--- src/rtl/emrg_pkg.sv ---
package emrg_pkg;

  localparam int CNT_W = 16;

  typedef enum logic [1:0] {
    ST_IDLE = 2'd0,
    ST_HDR  = 2'd1,
    ST_DATA = 2'd2
  } mrg_state_e;

  // Header: event number in the low 16 bits, presence mask above it.
  function automatic logic [63:0] hdr_word(input logic [CNT_W-1:0] cnt,
                                           input logic [31:0] mask);
    return {16'h0000, mask, cnt};
  endfunction

endpackage

--- src/rtl/emrg_chan_pick.sv ---
module emrg_chan_pick #(
  parameter int NUM_CH = 8,
  localparam int CH_W = (NUM_CH > 1) ? $clog2(NUM_CH) : 1
) (
  input  logic [NUM_CH-1:0] mask,
  input  logic [CH_W-1:0]   cur,
  output logic [CH_W-1:0]   first_idx,
  output logic [CH_W-1:0]   next_idx,
  output logic              next_vld
);

  // Lowest set bit of the mask, and lowest set bit strictly above cur.
  always_comb begin
    first_idx = '0;
    next_idx  = '0;
    next_vld  = 1'b0;
    for (int i = NUM_CH - 1; i >= 0; i--) begin
      if (mask[i]) begin
        first_idx = CH_W'(i);
        if (CH_W'(i) > cur) begin
          next_idx = CH_W'(i);
          next_vld = 1'b1;
        end
      end
    end
  end

endmodule

--- src/rtl/emrg_word_mux.sv ---
module emrg_word_mux #(
  parameter int NUM_CH = 8,
  parameter int DATA_W = 64,
  localparam int CH_W = (NUM_CH > 1) ? $clog2(NUM_CH) : 1
) (
  input  logic [NUM_CH*DATA_W-1:0] ch_data,
  input  logic [CH_W-1:0]          sel,
  output logic [DATA_W-1:0]        word
);

  logic [DATA_W-1:0] lane [NUM_CH];

  for (genvar g = 0; g < NUM_CH; g++) begin : g_lane
    assign lane[g] = ch_data[g*DATA_W +: DATA_W];
  end

  assign word = lane[sel];

endmodule

--- src/rtl/emrg_ctrl.sv ---
module emrg_ctrl
  import emrg_pkg::*;
#(
  parameter int NUM_CH     = 8,
  parameter int FRAG_WORDS = 75,
  localparam int CH_W  = (NUM_CH > 1) ? $clog2(NUM_CH) : 1,
  localparam int IDX_W = (FRAG_WORDS > 1) ? $clog2(FRAG_WORDS) : 1
) (
  input  logic              clk,
  input  logic              rst_n,
  input  logic [NUM_CH-1:0] ch_ready,
  input  logic [NUM_CH-1:0] ch_suppr,
  input  logic              bld_start,
  input  logic              m_tready,
  output logic              m_tvalid,
  output logic              m_tlast,
  output logic              is_hdr,
  output logic [CH_W-1:0]   sel_ch,
  output logic [NUM_CH-1:0] mask_o,
  output logic [CNT_W-1:0]  evcnt_o,
  output logic [NUM_CH-1:0] ch_rd,
  output logic [NUM_CH-1:0] ch_done,
  output logic              evt_ready,
  output logic              busy
);

  localparam logic [IDX_W-1:0] LAST_IDX = IDX_W'(FRAG_WORDS - 1);

  mrg_state_e        state_q;
  logic [NUM_CH-1:0] mask_q;
  logic [CH_W-1:0]   cur_q;
  logic [IDX_W-1:0]  widx_q;
  logic [CNT_W-1:0]  evcnt_q;

  // Named internal events
  logic              accept;
  logic              start_ev;
  logic              last_word;
  logic              hdr_acc;
  logic              data_acc;
  logic              evt_end;
  logic [NUM_CH-1:0] cur_oh;
  logic [CH_W-1:0]   first_idx;
  logic [CH_W-1:0]   next_idx;
  logic              next_vld;

  emrg_chan_pick #(.NUM_CH(NUM_CH)) u_pick (
    .mask      (mask_q),
    .cur       (cur_q),
    .first_idx (first_idx),
    .next_idx  (next_idx),
    .next_vld  (next_vld)
  );

  assign m_tvalid  = (state_q != ST_IDLE);
  assign busy      = m_tvalid;
  assign is_hdr    = (state_q == ST_HDR);
  assign accept    = m_tvalid & m_tready;
  assign evt_ready = (state_q == ST_IDLE) & (&ch_ready);
  assign start_ev  = evt_ready & bld_start;
  assign last_word = (widx_q == LAST_IDX);
  assign hdr_acc   = accept & is_hdr;
  assign data_acc  = accept & (state_q == ST_DATA);
  assign cur_oh    = NUM_CH'(1) << cur_q;

  assign m_tlast = is_hdr ? (mask_q == '0)
                          : ((state_q == ST_DATA) & last_word & ~next_vld);
  assign evt_end = accept & m_tlast;

  assign ch_rd   = data_acc ? cur_oh : '0;
  assign ch_done = hdr_acc ? ~mask_q
                 : ((data_acc & last_word) ? cur_oh : '0);

  assign sel_ch  = cur_q;
  assign mask_o  = mask_q;
  assign evcnt_o = evcnt_q;

  always_ff @(posedge clk) begin
    if (!rst_n) begin
      state_q <= ST_IDLE;
      mask_q  <= '0;
      cur_q   <= '0;
      widx_q  <= '0;
      evcnt_q <= '0;
    end else begin
      if (evt_end) evcnt_q <= evcnt_q + 1'b1;
      unique case (state_q)
        ST_IDLE: begin
          if (start_ev) begin
            mask_q  <= ~ch_suppr;
            state_q <= ST_HDR;
          end
        end
        ST_HDR: begin
          if (hdr_acc) begin
            if (mask_q == '0) begin
              state_q <= ST_IDLE;
            end else begin
              cur_q   <= first_idx;
              widx_q  <= '0;
              state_q <= ST_DATA;
            end
          end
        end
        ST_DATA: begin
          if (data_acc) begin
            if (!last_word) begin
              widx_q <= widx_q + 1'b1;
            end else if (next_vld) begin
              cur_q  <= next_idx;
              widx_q <= '0;
            end else begin
              state_q <= ST_IDLE;
            end
          end
        end
        default: state_q <= ST_IDLE;
      endcase
    end
  end

  // Stall keeps position and valid
  assert_stall_hold_R6: assert property (@(posedge clk) disable iff (!rst_n)
    (m_tvalid && !m_tready) |=> (m_tvalid && $stable(cur_q) && $stable(widx_q)
                                 && $stable(state_q)));

  assert_one_reader_R3: assert property (@(posedge clk) disable iff (!rst_n)
    $onehot0(ch_rd));

  assert_no_read_suppr_R4: assert property (@(posedge clk) disable iff (!rst_n)
    (ch_rd & ~mask_q) == '0);

  assert_cnt_step_R7: assert property (@(posedge clk) disable iff (!rst_n)
    evt_end |=> (evcnt_q == $past(evcnt_q) + 1'b1));

  assert_cnt_hold_R7: assert property (@(posedge clk) disable iff (!rst_n)
    !evt_end |=> $stable(evcnt_q));

  assert_start_ignored_R1: assert property (@(posedge clk) disable iff (!rst_n)
    ((state_q == ST_IDLE) && !(bld_start && (&ch_ready))) |=> !m_tvalid);

  assert_done_on_last_R8: assert property (@(posedge clk) disable iff (!rst_n)
    ((ch_done & mask_q) != '0) |-> ((state_q == ST_DATA) && last_word && accept));

endmodule

--- src/rtl/evt_frag_merger.sv ---
module evt_frag_merger
  import emrg_pkg::*;
#(
  parameter int NUM_CH     = 8,
  parameter int FRAG_WORDS = 75,
  parameter int DATA_W     = 64
) (
  input  logic                     clk,
  input  logic                     rst_n,
  input  logic [NUM_CH-1:0]        ch_ready,
  input  logic [NUM_CH-1:0]        ch_suppr,
  input  logic [NUM_CH*DATA_W-1:0] ch_data,
  output logic [NUM_CH-1:0]        ch_rd,
  output logic [NUM_CH-1:0]        ch_done,
  output logic                     evt_ready,
  input  logic                     bld_start,
  output logic                     busy,
  output logic [DATA_W-1:0]        m_tdata,
  output logic                     m_tvalid,
  input  logic                     m_tready,
  output logic                     m_tlast
);

  localparam int CH_W = (NUM_CH > 1) ? $clog2(NUM_CH) : 1;

  logic              is_hdr;
  logic [CH_W-1:0]   sel_ch;
  logic [NUM_CH-1:0] mask;
  logic [CNT_W-1:0]  evcnt;
  logic [DATA_W-1:0] pay_word;
  logic [63:0]       hdr;

  emrg_ctrl #(.NUM_CH(NUM_CH), .FRAG_WORDS(FRAG_WORDS)) u_ctrl (
    .clk       (clk),
    .rst_n     (rst_n),
    .ch_ready  (ch_ready),
    .ch_suppr  (ch_suppr),
    .bld_start (bld_start),
    .m_tready  (m_tready),
    .m_tvalid  (m_tvalid),
    .m_tlast   (m_tlast),
    .is_hdr    (is_hdr),
    .sel_ch    (sel_ch),
    .mask_o    (mask),
    .evcnt_o   (evcnt),
    .ch_rd     (ch_rd),
    .ch_done   (ch_done),
    .evt_ready (evt_ready),
    .busy      (busy)
  );

  emrg_word_mux #(.NUM_CH(NUM_CH), .DATA_W(DATA_W)) u_mux (
    .ch_data (ch_data),
    .sel     (sel_ch),
    .word    (pay_word)
  );

  assign hdr     = hdr_word(evcnt, 32'(mask));
  assign m_tdata = is_hdr ? DATA_W'(hdr) : pay_word;

  assert_hdr_no_read_R2: assert property (@(posedge clk) disable iff (!rst_n)
    is_hdr |-> (ch_rd == '0));

endmodule

--- config.mk ---
export PLATFORM = sky130hd
export DESIGN_NAME = evt_frag_merger
export DESIGN_NICKNAME = d
export VERILOG_FILES = /design/src/rtl/emrg_pkg.sv /design/src/rtl/emrg_chan_pick.sv /design/src/rtl/emrg_word_mux.sv /design/src/rtl/emrg_ctrl.sv /design/src/rtl/evt_frag_merger.sv
export SDC_FILE = /design/constraint.sdc
export NUM_CORES = 1
export LEC_CHECK = 0
export ABC_AREA = 1
export BUFFER_PORTS_ARGS = -buffer_cell sky130_fd_sc_hd__buf_2
export CORE_AREA = 2 2 238 240
export CTS_CLUSTER_DIAMETER = 40
export DETAILED_ROUTE_END_ITERATION = 10
export DIE_AREA = 0 0 240 242
export GPL_TIMING_DRIVEN = 0
export PLACE_DENSITY = 0.33
export SYNTH_ARGS = -nofsm -noshare
export SYNTH_HDL_FRONTEND = slang
export SYNTH_SLANG_ARGS = --single-unit
--- constraint.sdc ---
create_clock -name clk -period 2.5 [get_ports clk]
set_clock_uncertainty 0.1 [all_clocks]
set_input_delay 0.25 -clock clk [delete_from_list [all_inputs] [get_ports clk]]
set_output_delay 0.25 -clock clk [all_outputs]
set_load 0.01 [all_outputs]
### Yosys cells after proc, flatten, opt, wreduce, memory -nomap -nowiden

Cells that the tools add are included.
W data, S select, Z words.

* output and inout port bits: 84
* input port bits: 532
* memory bits (writable): 0
* memories: 0
* latch bits: 0
* logic and storage cells: 117
* register bits: 36
* bits in read-only memories: 0

* divide/modulo/power cells: 0
* eq/ne operators: 11
* $lt $le $gt $ge: 9
* multiplexer cells: 67
* bitwise gates (word level): 13
* $mul: 0
* add/subtract/negate cells: 2
* reductions and logical operators: 9
* shifts and indexed selects: 1

Operator list (count)
* $bmux W64 S3: 1
* $mux W64: 3
* $mux W3: 29
* $mux W7: 5
* $mux W8: 3
* $mux W1: 17
* $add A16 B1 Y16 const B: 1
* $not A8 Y8: 2
* $pmux W7 S2: 1
* $gt A3 B3 Y1 const A: 4
* $mux W2: 6
* $ne A2 B1 Y1 const B: 5
* $reduce_and A5 Y1: 2
* $and A1 B1 Y1: 9
* $logic_not A8 Y1: 1
* $reduce_and A8 Y1: 1
* $shl A1 B3 Y8 const A: 1
* $add A7 B1 Y7 const B: 1
* $eq A7 B7 Y1 const B: 1
* $gt A1 B3 Y1 const A: 2
* $gt A2 B3 Y1 const A: 2
* $pmux W2 S3: 1
* $pmux W3 S2: 1
* $reduce_and A6 Y1: 1
* 10 further kinds: 12

### Longest topological paths before layout

Gate-level depths: netlist of run 1.

* depth after elaboration: 21
* depth in mapped cells: 12
* gate-level depth less buffers: 11

### Cells and area by module

From an unflattened synthesis of run 1, not the netlist that was laid out.

* cell total of the unflattened synthesis: 2283
* area, all modules: 10269.8 sq um

By module, submodules not included
* emrg_word_mux: times used 1, cells an instance 1701, seq. area each 0.0 sq um, area each 6979.2 sq um
* emrg_ctrl: times used 1, cells an instance 374, seq. area each 720.7 sq um, area each 2382.3 sq um
* evt_frag_merger: times used 1, cells an instance 162, seq. area each 0.0 sq um, area each 688.2 sq um
* emrg_chan_pick: times used 1, cells an instance 46, seq. area each 0.0 sq um, area each 220.2 sq um

### Least setup slack after synthesis of run 1

OpenSTA, ideal clock, no wires.

* kind: reg-to-output
* start: register u_ctrl.cur_q[0] (netlist: u_ctrl.sel_ch[0])
* end: output port m_tdata[39]
* arrival: 1.468 ns
* data required time: 2.150 ns
* buffers on the path: 3
* path slack: 0.682 ns
* stages on the path, launching flop included: 8
* cells stage by stage: dfxtp_1 buf_4 buf_2 buf_2 nor2_1 o311ai_0 nand2_1 a21oi_1

* word-level cells in the longest chain between the ends: 5

RTL lines
* from (decl): line emrg_ctrl.sv:31 `logic [CH_W-1:0] cur_q;`
* from (signal assigned): line emrg_ctrl.sv:99 `cur_q <= first_idx;`
* from (signal assigned): line emrg_ctrl.sv:110 `cur_q <= next_idx;`
* $not A3 Y4 (implied by the code): line emrg_word_mux.sv:17 `assign word = lane[sel];`
* $bmux W64 S3: line emrg_word_mux.sv:17
* $mux W64 (implied by the code) (2 in series): line emrg_word_mux.sv:17
* $mux W64: line evt_frag_merger.sv:59 `assign m_tdata = is_hdr ? DATA_W'(hdr) : pay_word;`
* to (decl): line evt_frag_merger.sv:18 `output logic [DATA_W-1:0] m_tdata,`

Every way passes these cells. The select of a mux whose other input is x is not followed.

### Worst setup path after layout of run 1

* start: register u_ctrl.cur_q[1] (netlist: u_ctrl.sel_ch[1])
* end: output port m_tdata[32]

The elaborated chain is that of the path after synthesis.

==> results of run 1 <==
-- path summary, 6_finish.rpt --
| check | start | to | slack (ns) |
|---|---|---|---|
| worst max-delay path | u_ctrl.sel_ch[1]$_SDFFE_PN0P_ | m_tdata[32] | 0.04 |
| worst min register to register | u_ctrl.widx_q[6]$_SDFFE_PN0P_ | u_ctrl.widx_q[6]$_SDFFE_PN0P_ | 0.38 |
| worst min-delay path | ch_suppr[6] | u_ctrl.mask_o[6]$_SDFFE_PN0P_ | 0.04 |
| worst max register to register | u_ctrl.state_q[1]$_SDFFE_PN0P_ | u_ctrl.widx_q[6]$_SDFFE_PN0P_ | 0.48 |
-- sequential cells by signal, indices dropped and copies added, names as in the netlist --
name / flops
u_ctrl.state_q: 2
u_ctrl.evcnt_o: 16
u_ctrl.mask_o: 8
u_ctrl.sel_ch: 3
u_ctrl.widx_q: 7
-- logic make-up (layout without fill, tap and decap cells) --
family	after synthesis	count (layout)
AND/OR/NAND/NOR	708	708
AO/OA/AOI/OAI	286	286
buffers and inverters	140	779
flip-flops	36	36
XOR/XNOR	10	10
adder cells (fa/ha/maj)	3	3
multiplexers	2	2
other	0	10
-- timing repair --
item	in CTS	in global routing
setup buffers	15	1
gates cloned	2	1
resized for setup	195	62
setup endpoints to repair	78	55
pin swaps	16	17
-- metrics by stage --
step	cells	hold slack, ns	area (sq um)	power [uW]
after global routing	2585	0.0394	11700	3150
after global placement	2556	0.333	10600	2210
final	2590	0.0393	11700	2960
after CTS	2580	0.0367	11500	2960
after detailed placement	2556	0.330	10600	2200
after floorplan	1185	0.239	6540	1240
-- routing by layer --
layer  part of all wire, %  up-vias
met5                 0.027        -
met4                   3.2        4
met3                   6.7       68
met2                    51      546
met1                    39     5342
li1                      -     5422
-- final cells by class --
| class | instances | area, sq um |
|---|---|---|
| fill | 6653 | 44000 |
| multi-input combinational | 1009 | 5560 |
| timing repair buffer | 633 | 3300 |
| tap | 756 | 946 |
| buffer | 91 | 838 |
| sequential | 36 | 726 |
| inverter | 47 | 194 |
| clock buffer | 6 | 129 |
| antenna | 10 | 25.0 |
| timing repair inverter | 1 | 6.26 |
| clock inverter | 1 | 5.00 |
-- critical path, delay by kind of cell (launching register included) --
family                 cells  cell delay (ns)
and+or+nand+nor            3             0.39
buffers and inverters      6             0.80
DFF                        1             0.37
AOI/OAI and AO/OA          2             0.25
-- where the power goes --
part | total (uW) | internal [uW] | switching, uW | leakage, uW
sequential | 591 | 581 | 10.0 | 0.000291
clock | 616 | 363 | 253 | 0.0000668
combinational | 1750 | 789 | 965 | 0.00512
total | 2960 | 1730 | 1230 | 0.00548
-- layout by cell type, fill, tap and decap left out, types with 15 or more instances in the layout --
cell type and n:
buf_2 620, a22o_1 18, o311ai_1 45, dfxtp_1 34
nand3_2 17, a21oi_2 15, nand3_1 65, buf_6 19
inv_1 39, nor2_1 217, a21oi_1 53, nand4_1 17
o21ai_0 19, a221oi_1 17, buf_4 30, nand2_1 346
a22oi_1 48
==> metrics, run 1 <==
GRT busiest layer met2; DRT Pass-1 Iters 6; PortBufs 615; CTS sink cnt 36; Root Buffer Master clkbuf_16; met1 Usage GRT 22.1%; first-pass GRT wire length 80700 microns; nets@finish 2359; WP data required 2.15 ns; Post-synth top flop dfxtp_1; top post-synthesis cells by count 350 x nand2_1, 231 x nor2_1, 71 x nand3_1; most frequent cell after synthesis nand2_1; post-synthesis compound-gate area fraction 31.7%; GR Util met3 3.17%; Total GRT Usage 19.2%; Max Slew Vio Count 0; CP max stage delay 0.37 ns; leakage power 0.00548 uW; Max Clk Rate 407 MHz; CP Capture Type output pin; r2r worst-path depth 9; Die X 240 microns; DIE HEIGHT 242 microns; WS Path Type reg2out; drt drc 0; Final setup viols 0; synthesized flop and latch total 36; largest net degree at the start of global routing 11; xor and xnor area share after synthesis 1.34%; sum of negative setup slack 0 ns; Worst EP arrival 2.11 ns; Setup WS pre-CTS -1.02 ns; initial antenna violation count 13; total core area 0.0557 sq mm; Clock Pin Slew Worst Setup and Hold Paths 0.06 ns; Post-synth EDFFs 0; post-synth top area share 20.1%; Slew Limit Headroom 45.3%; sequential area share after synthesis 11.0%; crit share post-route 98.2%; critical path's most frequent cell buf_12; cts hold-fix bufs 0; Final GP Congestion 0.934; synthesized net count 1720; grt total ovfl 0; RSZ-0062 raised after global routing yes; final wirelength 59300 microns; Synth Area in Adders 0.574%; Hold Path Depth 2; Worst-Skew Late Latency 0.28 ns; met2 Use GR 35.5%; vias in the first global route 11730; critical path, cell by cell buf_12, inv_4, nor2_4, buf_12, buf_12, buf_8, nand2_1, o311ai_4, nand2_1, a21oi_1, buf_2; via count 11382; Tmin final 2.46 ns; maximum VDD drop 0.000179 V; synth top area cells nand2_1 20%, nor2_1 13%, dfxtp_1 11%; Synthesis Warnings 0; crit-path max FO 10; Antenna Violating Nets Remaining 0; Post-Synthesis Cells 1185; Syn Area/Cell 5.52 sq um; pwr/cell area 252 mW/mm^2; Slew @ Worst Pin 0.821 ns; synthesized cell area 0.00654 sq mm; post-synthesis cell type count 43; total die area 0.0581 sq mm; H-tree Lvls 2; CP Launch Type flop; HP Class in2reg; row count 87; Post-synth ARST share 0%; clk buf depth 2; Starting DRT DRC Count 580; mux contribution to synthesized area 0.306%; post-synth top area cell nand2_1; CP max stage cell dfxtp_4; post-layout util 21.0%; area delta synth->final 79.3%; Synth Area in Simple Gates 45.0%; main combinational cell family by area after synthesis simple AND/OR/NAND/NOR gates; post-DP HPWL 49800 microns; TritonCTS clock tree yes; share of cells above drive strength 1 46.1%; num ports 616; max_cap viols 0; Num CTS Buffers 5; Final Hold Vio Count 0; outcome finished clean; worst setup margin 0.0447 ns; average wire per standard cell 22.9 microns; initial core utilization 11.7%; Vias/cell 4.39
Power figures use the tool's default switching activity.
==> run 2: changes to the inputs <==
Settings changed: HOLD_SLACK_MARGIN set to 0.02, PLACE_DENSITY 0.33 to 0.45.
==> run 2 against run 1 <==
Worst setup slack worse by 0.084 ns. The flow now finishes with violations (negative setup slack). Register-to-register slack worse by 0.02 ns. Critical path type unchanged. Routed wire length up 1.0%. First-iteration DRC count up 39%. Power up 4.1%. Sequential share of layout area down 0.11 points. Largest power group unchanged. Clock-buffer cell count unchanged. Core utilization up 0.44 points. Non-clock buffer count up 6. Clock power about the same. Combinational power up 7%. Highest routed layer unchanged.
==> metrics, run 2 (synthesis results as in run 1) <==
Final Hold Vio Count 0; Num CTS Buffers 5; vias in the first global route 11755; initial core utilization 11.7%; CP max stage cell dfxtp_4; most common cell after layout, fill and taps aside buf_2; worst setup margin -0.0389 ns; most frequent cells in the layout 618 x buf_2, 344 x nand2_1, 214 x nor2_1, 66 x nand3_1, 51 x a21oi_1; num ports 616; Slew Limit Headroom 44.2%; post-DP HPWL 49900 microns; final wirelength 59900 microns; Crit path max-delay family compound AO/OA/AOI/OAI gates; sum of negative setup slack -0.0389 ns; HP Class in2reg; Final setup viols 1; max_cap viols 0; Max Clk Rate 394 MHz; crit-path max FO 10; DRT Pass-1 Iters 9; Root Buffer Master clkbuf_16; PortBufs 615; Die X 240 microns; Tmin final 2.54 ns; area delta synth->final 83.1%; WS Path Type reg2out; Worst-Skew Late Latency 0.28 ns; outcome finished, violations left; Antenna Violating Nets Remaining 0; row count 87; largest net degree at the start of global routing 12; CP bufs+invs 5; via count 11638; CP Capture Type output pin; pwr/cell area 257 mW/mm^2; nets@finish 2365; WP data required 2.15 ns; total core area 0.0557 sq mm; CP max stage delay 0.38 ns; Clock Pin Slew Worst Setup and Hold Paths 0.06 ns; critical path, cell by cell buf_12, inv_6, nand2_4, nor2_4, buf_12, buf_4, a22oi_1, o21ai_1, o21ai_2, o21ai_2, buf_2; CTS sink cnt 36; DIE HEIGHT 242 microns; Slew @ Worst Pin 0.838 ns; Total GRT Usage 19.4%; total die area 0.0581 sq mm; maximum VDD drop 0.000207 V; Worst EP arrival 2.19 ns; CP Launch Type flop; Setup WS pre-CTS -1.08 ns; crit share post-route 102%; max reg flops 16; grt total ovfl 0; share of cells above drive strength 1 47.3%; clk buf depth 2; Final GP Congestion 0.943; TritonCTS clock tree yes; Vias/cell 4.48; failing checks negative setup slack; leakage power 0.00553 uW; H-tree Lvls 2; drt drc 0; first-pass GRT wire length 81500 microns; initial antenna violation count 17; average wire per standard cell 23.1 microns; Starting DRT DRC Count 809; Max Slew Vio Count 0; RSZ-0062 raised after global routing yes
==> run 2: layout make-up <==
type / instances / area, sq um
sequential: 36 / 728
tap: 756 / 946
timing repair inverter: 1 / 6.26
timing repair buffer: 639 / 3390
fill: 6536 / 43800
clock buffer: 6 / 129
antenna: 11 / 27.5
multi-input combinational: 1009 / 5690
buffer: 91 / 857
inverter: 47 / 196
clock inverter: 1 / 5.00
==> run 2: final timing paths <==
check / depth (start not counted) / from / slack, ns / endpoint
max: 11 / u_ctrl.sel_ch[1]$_SDFFE_PN0P_ / -0.04 / m_tdata[6]
min: 2 / ch_suppr[3] / 0.04 / u_ctrl.mask_o[3]$_SDFFE_PN0P_
max reg2reg: 9 / u_ctrl.state_q[1]$_SDFFE_PN0P_ / 0.46 / u_ctrl.sel_ch[0]$_SDFFE_PN0P_
min reg2reg: 2 / u_ctrl.evcnt_o[14]$_SDFFE_PN0P_ / 0.39 / u_ctrl.evcnt_o[14]$_SDFFE_PN0P_
==> run 2: repair_timing <==
item	CTS	global route
endpoints found under the setup margin	78	59
gates resized for setup	208	91
buffers inserted	21	1
hold buffers	0	0
pin swaps	20	23
gates cloned	3	1
==> run 2: power by group <==
group | internal, uW | leakage (uW) | switching (uW) | total (uW)
clock network | 363 | 0.0000668 | 252 | 615
logic | 831 | 0.00518 | 1040 | 1880
registers | 581 | 0.000292 | 10.5 | 591
==> run 2: per-layer routing <==
layer | vias to the layer above | share of wire (%) | track usage [%]
met5 | - | 0.020 | 0
met4 | 2 | 4.4 | 7.29
met3 | 116 | 6.5 | 3.17
met2 | 636 | 49 | 35.2
met1 | 5454 | 40 | 22.5
li1 | 5430 | - | -
==> run 2: through the flow <==
step                cell area [sq um]  hold slack, ns  util [%]  std cells  power [uW]
global placement                10600           0.333      19.0       2556        2240
detailed placement              10600           0.328      19.0       2556        2240
CTS                             11600          0.0338      20.9       2585        3030
global route                    12000          0.0398      21.5       2594        3240
floorplan                        6540           0.239         -       1185        1240
finish                          12000          0.0400      21.5       2597        3080
==> run 3: changes to the inputs <==
Settings changed: CORE_AREA 2 2 238 240 to 2 2 240 242, DIE_AREA 0 0 240 242 to 0 0 242 244, PLACE_DENSITY 0.45 to 0.44.
==> run 3 against run 2 <==
Flip-flop and latch count stayed put. Design area is 2.9% higher. Non-clock buffer count increased by 13. Power is 12% higher. Clock power rose by 54%. Global-route usage is 0.33 points higher. Highest routed layer unchanged. Fmax rose by 1.1%. Die area rose by 1.7%. The run still ends with negative setup slack left. Worst hold slack worse by 0.0090 ns. Largest cell class unchanged. Final cell count is 0.50% higher.
==> metrics, run 3 (synthesis results as in run 1) <==
maximum VDD drop 0.000252 V; crit share post-route 100%; DIE HEIGHT 244 microns; sum of negative setup slack -0.0107 ns; final wirelength 62500 microns; nets@finish 2377; pwr/cell area 280 mW/mm^2; first-pass GRT wire length 84500 microns; drt drc 0; Total GRT Usage 19.7%; Worst EP arrival 2.16 ns; num ports 616; row count 87; H-tree Lvls 2; post-DP HPWL 52100 microns; worst hold slack 0.0310 ns; combinational share of power 55.4%; cts hold-fix bufs 0; grt total ovfl 0; post-layout util 21.9%; CP Capture Type output pin; fillcell total 6604; worst setup margin -0.0107 ns; CP Launch Type flop; Final setup viols 1; outcome finished, violations left; RSZ-0062 raised after global routing yes; CTS sink cnt 36; failing checks negative setup slack; largest net degree at the start of global routing 13; HP Class in2reg; share of power burned in registers 17.1%; vias in the first global route 11703; share of cells above drive strength 1 48.5%; leakage power 0.00569 uW; Worst-Skew Late Latency 0.29 ns; Final GP Congestion 1.01; total core area 0.0562 sq mm; WP data required 2.15 ns; WS Path Type reg2out; total die area 0.0590 sq mm; Cell Area, Placed 0.0106 sq mm; Starting DRT DRC Count 713; clock network power share 27.5%; TritonCTS clock tree yes; area delta synth->final 88.5%; Slew @ Worst Pin 0.865 ns; Slew Limit Headroom 42.3%; max reg flops 16; initial antenna violation count 22; Antenna Violating Nets Remaining 0; most common cell after layout, fill and taps aside buf_2; via count 11625; clk buf depth 2; Max Clk Rate 398 MHz; most frequent cells in the layout 614 x buf_2, 344 x nand2_1, 211 x nor2_1, 64 x nand3_1, 48 x a21oi_1; average wire per standard cell 23.9 microns; Net Sw Power 1330 uW; Num CTS Buffers 5; Final Hold Vio Count 0; max_cap viols 0; Vias/cell 4.45; Switching Share 38.6%; Max Slew Vio Count 0; Setup WS pre-CTS -1.03 ns; Tmin final 2.51 ns; Die X 242 microns; internal power 2120 uW; DRT Pass-1 Iters 5; fin area 0.0123 sq mm; crit-path max FO 8; Root Buffer Master clkbuf_16; initial core utilization 11.6%; PortBufs 615; Clock Pin Slew Worst Setup and Hold Paths 0.06 ns
==> run 3: changes by cell type in the layout (fill, tap and decap cells not counted), moves of 3 or more <==
cell,previous run,this run
clkbuf_1,11,7
buf_6,19,26
nor2_1,214,211
buf_4,33,36
buf_2,618,614
a21oi_1,51,48
bufinv_16,0,3
clkbuf_16,6,11
clkbuf_2,12,15
o311ai_4,6,2
==> run 3: power by group through the flow <==
stage / logic [uW] / registers (uW) / clock network [uW]
global route: 2040 / 591 / 989
floorplan: 639 / 601 / 0
detailed placement: 1640 / 603 / 0
global placement: 1640 / 603 / 0
finish: 1910 / 590 / 948
CTS: 1850 / 590 / 965
==> run 3: per-stage QoR <==
| step | total power, uW | std cells |
|---|---|---|
| global route | 3620 | 2604 |
| CTS | 3400 | 2586 |
| global placement | 2240 | 2556 |
| detailed placement | 2250 | 2556 |
| finish | 3450 | 2610 |
| floorplan | 1240 | 1185 |
==> run 3: final timing paths <==
kind	cells after the start	start	slack (ns)	to
setup / recovery	11	u_ctrl.sel_ch[2]$_SDFFE_PN0P_	-0.01	m_tdata[11]
hold / removal	2	ch_suppr[2]	0.03	u_ctrl.mask_o[2]$_SDFFE_PN0P_
setup reg to reg	9	u_ctrl.state_q[1]$_SDFFE_PN0P_	0.46	u_ctrl.widx_q[6]$_SDFFE_PN0P_
hold reg to reg	2	u_ctrl.widx_q[6]$_SDFFE_PN0P_	0.39	u_ctrl.widx_q[6]$_SDFFE_PN0P_
==> run 3: final cells by class <==
class                   count  area [sq um]  share of cell area (%)
clock buffers               5           125                    1.02
well taps                 756           946                    7.68
clock inverters             3          90.1                   0.731
plain buffers              92           913                    7.41
inverters                  47           196                    1.59
multi-input cells        1009          5690                    46.2
repair buffers            651          3610                    29.3
diodes                     11          27.5                   0.223
flip-flops and latches     36           729                    5.92
==> run 3: per-layer routing <==
| metal | vias to the layer above | global-route usage [%] | share of wire (%) |
|---|---|---|---|
| met5 | - | 0 | 0.21 |
| met4 | 18 | 5.46 | 2.7 |
| met3 | 81 | 4.05 | 7.1 |
| met2 | 601 | 35.8 | 49 |
| met1 | 5478 | 23.4 | 41 |
| li1 | 5447 | - | - |
==> run 3: what timing repair did <==
| item | 4_1_cts | 5_1_grt |
|---|---|---|
| setup endpoints to repair | 78 | 61 |
| setup buffers | 22 | 8 |
| gates cloned | 1 | 6 |
| gates resized for setup | 226 | 99 |
| pin swaps | 33 | 31 |
==> run 3: critical path, stage by stage (launching register included) <==
cell and delay, ns:
dfxtp_4 0.36, buf_8 0.15, nor2_4 0.04, inv_2 0.09, nor2_4 0.05, buf_12 0.14, buf_12 0.14, a22oi_2 0.24
nand2_2 0.11, nor3_4 0.27, a21oi_2 0.10, buf_2 0.16
